$ cat src/rtl/vid_irq_pkg.sv
package vid_irq_pkg;

  // Strobes from control to datapath, at most one high per cycle.
  typedef struct packed {
    logic clrH;
    logic clrV;
  } irqStrobe_t;

  // Tracks whether the acknowledge strobe is currently held.
  typedef enum logic {
    ACK_IDLE = 1'b0,
    ACK_HELD = 1'b1
  } ackState_t;

endpackage

$ cat src/rtl/vid_irq_ctrl.sv
module vid_irq_ctrl
  import vid_irq_pkg::*;
(
  input  logic       clk,
  input  logic       rstN,
  input  logic       ackN,
  input  logic       hPend,
  input  logic       vPend,
  input  logic       hEnable,
  input  logic       vEnable,
  output irqStrobe_t strobe
);

  ackState_t ackState;
  logic      ackFall;
  logic      vLive;
  logic      hLive;

  always_ff @(posedge clk or negedge rstN) begin
    if (!rstN) begin
      ackState <= ACK_IDLE;
    end else begin
      ackState <= ackN ? ACK_IDLE : ACK_HELD;
    end
  end

  // First cycle in which the strobe is seen low.
  assign ackFall = (ackState == ACK_IDLE) && !ackN;

  assign vLive = vPend && vEnable;
  assign hLive = hPend && hEnable;

  // The flag to clear is chosen from what is highest right now,
  // not from what the CPU accepted earlier.
  always_comb begin
    strobe      = '0;
    strobe.clrV = ackFall && vLive;
    strobe.clrH = ackFall && hLive && !vLive;
  end

endmodule

$ cat src/rtl/vid_irq_dp.sv
module vid_irq_dp
  import vid_irq_pkg::*;
#(
  parameter int LVL_W    = 3,
  parameter int H_LEVEL  = 4,
  parameter int V_LEVEL  = 6,
  parameter int LINE_LSB = 1,
  parameter int LINE_W   = 2
) (
  input  logic              clk,
  input  logic              rstN,
  input  logic              hEvent,
  input  logic              vEvent,
  input  logic              hEnable,
  input  logic              vEnable,
  input  irqStrobe_t        strobe,
  output logic              hPend,
  output logic              vPend,
  output logic [LINE_W-1:0] iplN,
  output logic              vpaN
);

  logic [LVL_W-1:0] level;

  // An event pulse takes precedence over a clear of the same flag.
  always_ff @(posedge clk or negedge rstN) begin
    if (!rstN) begin
      hPend <= 1'b0;
      vPend <= 1'b0;
    end else begin
      if (hEvent)           hPend <= 1'b1;
      else if (strobe.clrH) hPend <= 1'b0;
      if (vEvent)           vPend <= 1'b1;
      else if (strobe.clrV) vPend <= 1'b0;
    end
  end

  always_comb begin
    if (vPend && vEnable)      level = LVL_W'(V_LEVEL);
    else if (hPend && hEnable) level = LVL_W'(H_LEVEL);
    else                       level = '0;
  end

  for (genvar i = 0; i < LINE_W; i++) begin : g_line
    assign iplN[i] = ~level[LINE_LSB + i];
  end

  assign vpaN = ~(|level);

endmodule

$ cat src/rtl/vid_irq_gen.sv
module vid_irq_gen
  import vid_irq_pkg::*;
#(
  parameter int LVL_W    = 3,
  parameter int H_LEVEL  = 4,
  parameter int V_LEVEL  = 6,
  parameter int LINE_LSB = 1,
  parameter int LINE_W   = 2
) (
  input  logic              clk,
  input  logic              rstN,
  input  logic              hEvent,
  input  logic              vEvent,
  input  logic              hEnable,
  input  logic              vEnable,
  input  logic              ackN,
  output logic [LINE_W-1:0] iplN,
  output logic              vpaN
);

  irqStrobe_t strobe;
  logic       hPend;
  logic       vPend;

  vid_irq_ctrl u_ctrl (
    .clk     (clk),
    .rstN    (rstN),
    .ackN    (ackN),
    .hPend   (hPend),
    .vPend   (vPend),
    .hEnable (hEnable),
    .vEnable (vEnable),
    .strobe  (strobe)
  );

  vid_irq_dp #(
    .LVL_W    (LVL_W),
    .H_LEVEL  (H_LEVEL),
    .V_LEVEL  (V_LEVEL),
    .LINE_LSB (LINE_LSB),
    .LINE_W   (LINE_W)
  ) u_dp (
    .clk     (clk),
    .rstN    (rstN),
    .hEvent  (hEvent),
    .vEvent  (vEvent),
    .hEnable (hEnable),
    .vEnable (vEnable),
    .strobe  (strobe),
    .hPend   (hPend),
    .vPend   (vPend),
    .iplN    (iplN),
    .vpaN    (vpaN)
  );

endmodule

$ cat config.mk
export PLATFORM = sky130hd
export DESIGN_NAME = vid_irq_gen
export DESIGN_NICKNAME = d
export VERILOG_FILES = /design/src/rtl/vid_irq_pkg.sv /design/src/rtl/vid_irq_ctrl.sv /design/src/rtl/vid_irq_dp.sv /design/src/rtl/vid_irq_gen.sv
export SDC_FILE = /design/constraint.sdc
export NUM_CORES = 1
export LEC_CHECK = 0
export ABC_AREA = 1
export BUFFER_PORTS_ARGS = -buffer_cell sky130_fd_sc_hd__buf_2
export CAP_MARGIN = 0
export CORE_AREA = 5 5 42 44
export DETAILED_ROUTE_END_ITERATION = 16
export DIE_AREA = 0 0 47 49
export SYNTH_ARGS = -nofsm -noshare
export SYNTH_HDL_FRONTEND = slang
export SYNTH_SLANG_ARGS = --single-unit
$ cat constraint.sdc
create_clock -name clk -period 1.65 [get_ports clk]
set_input_delay 0.165 -clock clk [delete_from_list [all_inputs] [get_ports clk]]
set_output_delay 0.165 -clock clk [all_outputs]
set_load 0.05 [all_outputs]
After elaboration in Yosys (flattened, before gate mapping)
Index checks and enable logic that the tools add are counted.
{"block": "totals", "elab_cells": 25, "output_inout_bits": 3, "register_bits": 3}
{"block": "classes", "n_bitwise": 4, "n_reduce_logical": 11, "mux": 7}
{"op": "$logic_and 1x1->1", "count": 6}
{"op": "$mux 3", "count": 2}
{"op": "$mux 1", "count": 5}
{"op": "$not 1->1", "count": 4}
{"op": "$reduce_bool 2->1", "count": 2}
{"op": "$reduce_or 3->1", "count": 1}
{"op": "$logic_not 1->1", "count": 2}

Logic depth before layout (Yosys ltp)
Gate-level depths: netlist of the first run.
{"block": "depth", "word_depth": 6, "depth_mapped": 4, "ltp_nobuf": 4}

Modules after synthesis
From an unflattened synthesis of the first run, not the netlist that was laid out.
{"block": "unflattened", "hier_cells": 23, "hier_area_um2": 160.2}
{"module": "vid_irq_dp", "n_inst": 1, "area_each_um2": 105.1, "cells_each": 15, "seq_area_each_um2": 50.0}
{"module": "vid_irq_ctrl", "n_inst": 1, "area_each_um2": 55.1, "cells_each": 8, "seq_area_each_um2": 25.0}

Worst setup path before layout of the first run
No wires, ideal clock.
{"block": "synth_timing", "kind": "flip-flop to output port", "start": "register u_dp.vPend", "end": "output iplN[1]", "arrival_time_ns": 1.299, "path_slack_ns": 0.186, "required_ns": 1.485, "path_stages_with_launch": 5, "cell_sequence": "dfrtp_1 nand2_2 nand2_1 inv_1 buf_4"}
{"block": "synth_via", "elab_chain_len": 3}
{"item": "from (decl)", "line_no": "vid_irq_dp.sv:18", "text": "output logic vPend,"}
{"item": "from (signal assigned)", "line_no": "vid_irq_dp.sv:29", "text": "vPend <= 1'b0;"}
{"item": "from (signal assigned)", "line_no": "vid_irq_dp.sv:33", "text": "if (vEvent) vPend <= 1'b1;"}
{"item": "from (signal assigned)", "line_no": "vid_irq_dp.sv:34", "text": "else if (strobe.clrV) vPend <= 1'b0;"}
{"item": "$logic_and 1x1->1", "line_no": "vid_irq_dp.sv:39", "text": "if (vPend && vEnable) level = LVL_W'(V_LEVEL);"}
{"item": "$mux 3", "line_no": "vid_irq_dp.sv:39"}
{"item": "$not 1->1", "line_no": "vid_irq_dp.sv:45", "text": "assign iplN[i] = ~level[LINE_LSB + i];"}
{"item": "to (decl)", "line_no": "vid_irq_gen.sv:17", "text": "output logic [LINE_W-1:0] iplN,"}
No other way between the ends.

Final worst setup path of the first run
{"block": "layout_timing", "start": "register u_dp.vPend", "end": "output vpaN"}
{"block": "layout_via", "elab_chain_len": 4}
{"item": "$logic_and 1x1->1", "line_no": "vid_irq_dp.sv:39"}
{"item": "$mux 3", "line_no": "vid_irq_dp.sv:39"}
{"item": "$reduce_or 3->1", "line_no": "vid_irq_dp.sv:48", "text": "assign vpaN = ~(|level);"}
{"item": "$not 1->1", "line_no": "vid_irq_dp.sv:48"}
{"item": "to (decl)", "line_no": "vid_irq_gen.sv:18", "text": "output logic vpaN"}
No other way between the ends.

==> reports/results.ini, run 1 <==
[run_status]
outcome=completed

[global_route]
grt_max_degree=4
grt_pass1_vias=153
antenna_found_initial=0
gr-total-overflow=0
grtUsageTotal=0.0339
grt_pass1_wl_microns=476

[critical_path]
critPathSlowestCell=dfrtp_1
critPathTopFamily=flip-flops
crit_fanout=3
path_cells=nand2_2, nand2_1, inv_1, buf_2
required_ps=1480
path_class=reg2out
slowest_delay_ps=370
rr_startpoint=u_ctrl.ackState
critical_path_buf_inv_count=2
arrival_ps=1030
startpoint_type=register
critPathLaunch=u_dp.vPend
crit_path_end_kind=primary output

[placement]
place_area_sq_um=196
gp_congestion=0.584
portBuffers=9
place_ws_ps=684
hpwlAfterDp_microns=243

[yosys]
yosysSeqAreaShare=0.541
syn_area_sq_um=139
ys_types=7
postSynthNetCount=25
ys_seq_elements=3
syn_inst=18
avgSynthCellArea_sq_um=7.72
synth_warnings=0

[clocking]
insertion_delay_ps=230
tritoncts=built
ctsHtreeMaxLevel=1
cts.reportedPaths.clkPinSlew_ps=30
cts_resized=0
cts_sinks=3
numCtsBuffers=3
root_buffer=clkbuf_4
clockBufferDepth=2

[pwr]
clkPwrFrac=0.503
p_comb_frac=0.183
p_int_mw=0.182
powerDensity_mw_per_mm2=1080
max-vdd-ir-drop_mv=0.148
leakage_nw=0.138
switchingPower_mw=0.0692
p_seq_frac=0.314
p_sw_frac=0.275

[finish]
final_common_cell=buf_2
fill_cells=165
drive_above_1_share=0.419
stdcell_area_sq_um=233
final_cell_mix=buf_2 (9), nand2_1 (7), inv_1 (4)
final_nets=39
syn2layout_area_growth_pct=67.6
antenna_cells=0

[die]
rows=14
chipHeight_microns=49
die_x_microns=47
io_pins=10
core_area_sq_mm=0.00140
start_util=0.0991
die_area_sq_mm=0.00230

[sta]
rsz0062_at_grt=false
final-setup-viol-count=0
worst_slew_pin_slew_ps=250
drv_slew=0
hold_viol=0
post-route-period-util=0.726
maxSlewHeadroom=0.834
setup_tns_ps=0
timing.final.ws_setup_ps=453
timing.fmax_ghz=0.835
fin_skew_ps=2.59
final.min_clock_period_ps=1200

[detailed_routing]
vias=148
drc=0
wirelength_microns=293
vias_per_cell=3.15
drt-pass1-iter-count=1
ant_nets=0
wl_per_cell_microns=6.23
drtIter0Drc=0

[worst_hold_path]
worstHoldStart=ackN
hold_path_class=in2reg

[run]
cap_violations=0

==> power by group through the flow <==
stage	Sequential (mW)	Clock (mW)	Combinational (mW)
after floorplan	0.0797	0	0.0322
after global placement	0.0799	0	0.0449
after detailed placement	0.0798	0	0.0451
after CTS	0.0789	0.133	0.0470
after global routing	0.0797	0.136	0.0506
final	0.0789	0.126	0.0461
==> final timing paths <==
check | endpoint | slack (ps) | cells after the start
min in group asynchronous | u_dp.hPend | 260 | 2
worst max register to register | u_dp.hPend | 880 | 4
worst min-delay path | u_ctrl.ackState | 100 | 2
worst min register to register | u_dp.hPend | 460 | 2
max in group asynchronous | u_dp.vPend | 1290 | 2
worst max-delay path | vpaN | 450 | 4
==> synth_stat cells (all sizes together) <==
library cell  count  share of area
nand2             8           0.23
buf               1          0.054
nor2              1          0.027
inv               4           0.11
dfrtp             3           0.54
nand3             1          0.036
==> per-layer routing <==
metal	part of all wire	global-route usage	wire length (microns)
met5	0	0	0
met4	0.068	0.0829	20
met3	0.19	0	57
met2	0.41	0.0385	120
met1	0.32	0.0288	95
==> sequential cells by signal (all words and copies together), names as in the netlist <==
name and flops:
u_dp.hPend 1, u_dp.vPend 1, u_ctrl.ackState 1
==> logic make-up (layout without fill, tap and decap cells) <==
group | after synthesis | count (layout) | share of synthesized area
buffers and inverters | 5 | 18 | 0.162
flip-flops | 3 | 3 | 0.541
AND/OR/NAND/NOR | 10 | 10 | 0.297
==> worst reg2reg max path, stage by stage, from the launching register on <==
cell,delay [ps]
dfrtp_1,350
nor2_1,130
nand3_1,80
nand2_1,60
nand2_1,40
==> what timing repair did <==
action | 4_1_cts | 5_1_grt
buffers inserted | 0 | 0
hold buffers | 1 | 0
endpoints found under the hold margin | 3 | 0
==> through the flow <==
step	utilization	hold WS (ps)	std cells	total power, mW
floorplan	-	-131	18	0.112
global placement	0.140	-37.1	42	0.125
detailed placement	0.140	-38.2	42	0.125
CTS	0.166	95.7	47	0.259
global route	0.166	108	47	0.266
finish	0.166	100	47	0.251
==> final cells by class <==
cell class,count,area [sq um],share of cell area
Inverter,4,15.0,0.0645
Multi-Input combinational cell,10,41.3,0.177
Sequential cell,3,75.1,0.323
Timing Repair Buffer,10,55.1,0.237
Tap cell,16,20.0,0.0860
Clock buffer,4,26.3,0.113
Note: power is estimated with default switching activity, not from simulation.
==> run 2: changes to the inputs <==
==> constraint.sdc (replaced) <==
create_clock -name clk -period 1.1 [get_ports clk]
set_input_delay 0.11 -clock clk [delete_from_list [all_inputs] [get_ports clk]]
set_output_delay 0.11 -clock clk [all_outputs]
set_load 0.05 [all_outputs]
==> run 2 against run 1 <==
Cell area rose by 13%. Utilization rose by 2.2 points. Register-to-register slack got worse by 570 ps. Routed wire length rose by 20%. Largest cell class unchanged. Largest power group unchanged.
==> reports/results.ini, run 2 (synthesized netlist as in run 1, its figures left out) <==
[sta]
timing.final.ws_setup_ps=9.50  ; -443 ps
final.min_clock_period_ps=1090
post-route-period-util=0.991
hold_viol=0  ; unchanged
setup_tns_ps=0  ; unchanged
fin_skew_ps=1.70  ; -0.894 ps
rsz0062_at_grt=true
whs_ps=41.5  ; -58.6 ps
drv_slew=0  ; unchanged
maxSlewHeadroom=0.836  ; +0.00180
worst_slew_pin_slew_ps=248  ; -2.71 ps
final-setup-viol-count=0  ; unchanged
timing.fmax_ghz=0.917

[finish]
seq_area_sq_um=75.1  ; unchanged
largestRegisters=u_ctrl.ackState (1), u_dp.hPend (1), u_dp.vPend (1)
final_cell_mix=buf_2 (7), nand2_1 (5), inv_1 (3), clkbuf_4 (3), dfrtp_1 (3)
final_common_cell=buf_2
drive_above_1_share=0.516  ; +0.0968
syn2layout_area_growth_pct=90.1
antenna_cells=0  ; unchanged
fill_cells=169  ; +2.4%
multi_input_area_sq_um=56.3  ; +36%
final_nets=39  ; unchanged
instances_no_fill=47  ; unchanged

[critical_path]
path_class=reg2out
arrival_ps=980  ; -50 ps
startpoint_type=register
required_ps=990  ; -490 ps
crit_fanout=3  ; unchanged
crit_path_end_kind=primary output

[placement]
dp.cells=42  ; unchanged
gp_congestion=0.642  ; +9.9%
place_ws_ps=174  ; -510 ps
portBuffers=9  ; unchanged

[clocking]
cts.reportedPaths.clkPinSlew_ps=40  ; about the same
clockBufferDepth=2  ; unchanged
root_buffer=clkbuf_4
cts_sinks=3  ; unchanged
numCtsBuffers=3  ; unchanged
cts_setup_buffers=0  ; unchanged
ctsHtreeMaxLevel=1  ; unchanged
tritoncts=built
insertion_delay_ps=230  ; about the same

[die]
chipHeight_microns=49  ; unchanged
core_area_sq_mm=0.00140  ; unchanged
rows=14  ; unchanged
die_area_sq_mm=0.00230  ; unchanged
io_pins=10  ; unchanged
die_x_microns=47  ; unchanged
start_util=0.0991  ; unchanged

[global_route]
grt_max_degree=4  ; unchanged
antenna_found_initial=0  ; unchanged
grt_pass1_wl_microns=558  ; +17%
grtUsageTotal=0.0409  ; +0.00703
grt_pass1_vias=174  ; +14%
gr-total-overflow=0  ; unchanged

[pwr]
max-vdd-ir-drop_mv=0.232  ; +57%
leakage_nw=0.140  ; +1.2%
powerDensity_mw_per_mm2=1500  ; +39%

[detailed_routing]
vias=147  ; -0.68%
drtIter0Drc=0  ; unchanged
drt-pass1-iter-count=1  ; unchanged
vias_per_cell=3.13  ; -0.68%
drc=0  ; unchanged
wl_per_cell_microns=7.51  ; +20%
wirelength_microns=353  ; +20%
ant_nets=0  ; unchanged

[run_status]
outcome=completed

[worst_hold_path]
hold_path_class=in2reg

[run]
cap_violations=0  ; unchanged

[run 2: cell count changes in the layout (fill, tap and decap cells not counted)]
cell	before	now
buf_2	9	7
buf_6	0	2
clkinvlp_4	0	1
inv_1	4	3
nand2_1	7	5
nand2_4	0	2
[run 2: per-stage QoR]
step           total power [mW]  cell area [sq um]   util
5_1_grt                   0.420                264  0.188
4_1_cts                   0.401                254  0.181
3_5_place_dp              0.197                213  0.152
2_1_floorplan             0.181                163      -
3_3_place_gp              0.196                213  0.152
6_report                  0.396                264  0.188
[run 2: metal layers]
layer,wire [microns],up-vias,GRT usage
met3,52,0,0.0332
li1,-,76,-
met5,0,-,0
met2,193,7,0.0588
met4,0,0,0.0553
met1,107,64,0.0243
[run 2: path summary, 6_finish.rpt]
path,startpoint,end,slack (ps),cells after the start
min in group asynchronous,rstN,u_dp.vPend,220,2
min reg2reg,u_dp.hPend,u_dp.hPend,480,2
max in group asynchronous,rstN,u_ctrl.ackState,770,2
max,u_dp.vPend,iplN[1],9,4
max reg2reg,u_ctrl.ackState,u_dp.hPend,310,4
min,ackN,u_ctrl.ackState,40,2
[run 2: worst max-delay path, cell delays in order, from the launching register on]
cell and delay (ps):
dfrtp_1 380, nand2_4 70, nand2_4 60, clkinvlp_4 80, buf_6 150
[run 2: cell type report]
| class | count | area share |
|---|---|---|
| Clock buffer | 4 | 0.0995 |
| Inverter | 4 | 0.0711 |
| Multi-Input combinational cell | 10 | 0.213 |
| Sequential cell | 3 | 0.284 |
| Tap cell | 16 | 0.0758 |
| Timing Repair Buffer | 10 | 0.256 |
[run 2: power by group]
group / leakage, nW / internal [mW] / switching, mW
sequential: 0.0303 / 0.116 / 0.00326
combinational: 0.0944 / 0.0324 / 0.0550
clock: 0.0150 / 0.136 / 0.0538
total: 0.140 / 0.284 / 0.112
[run 2: timing repair]
action,in CTS,in global routing
gates resized for setup,2,3
endpoints found under the setup margin,2,3
hold buffers,1,0
hold endpoints to repair,3,0
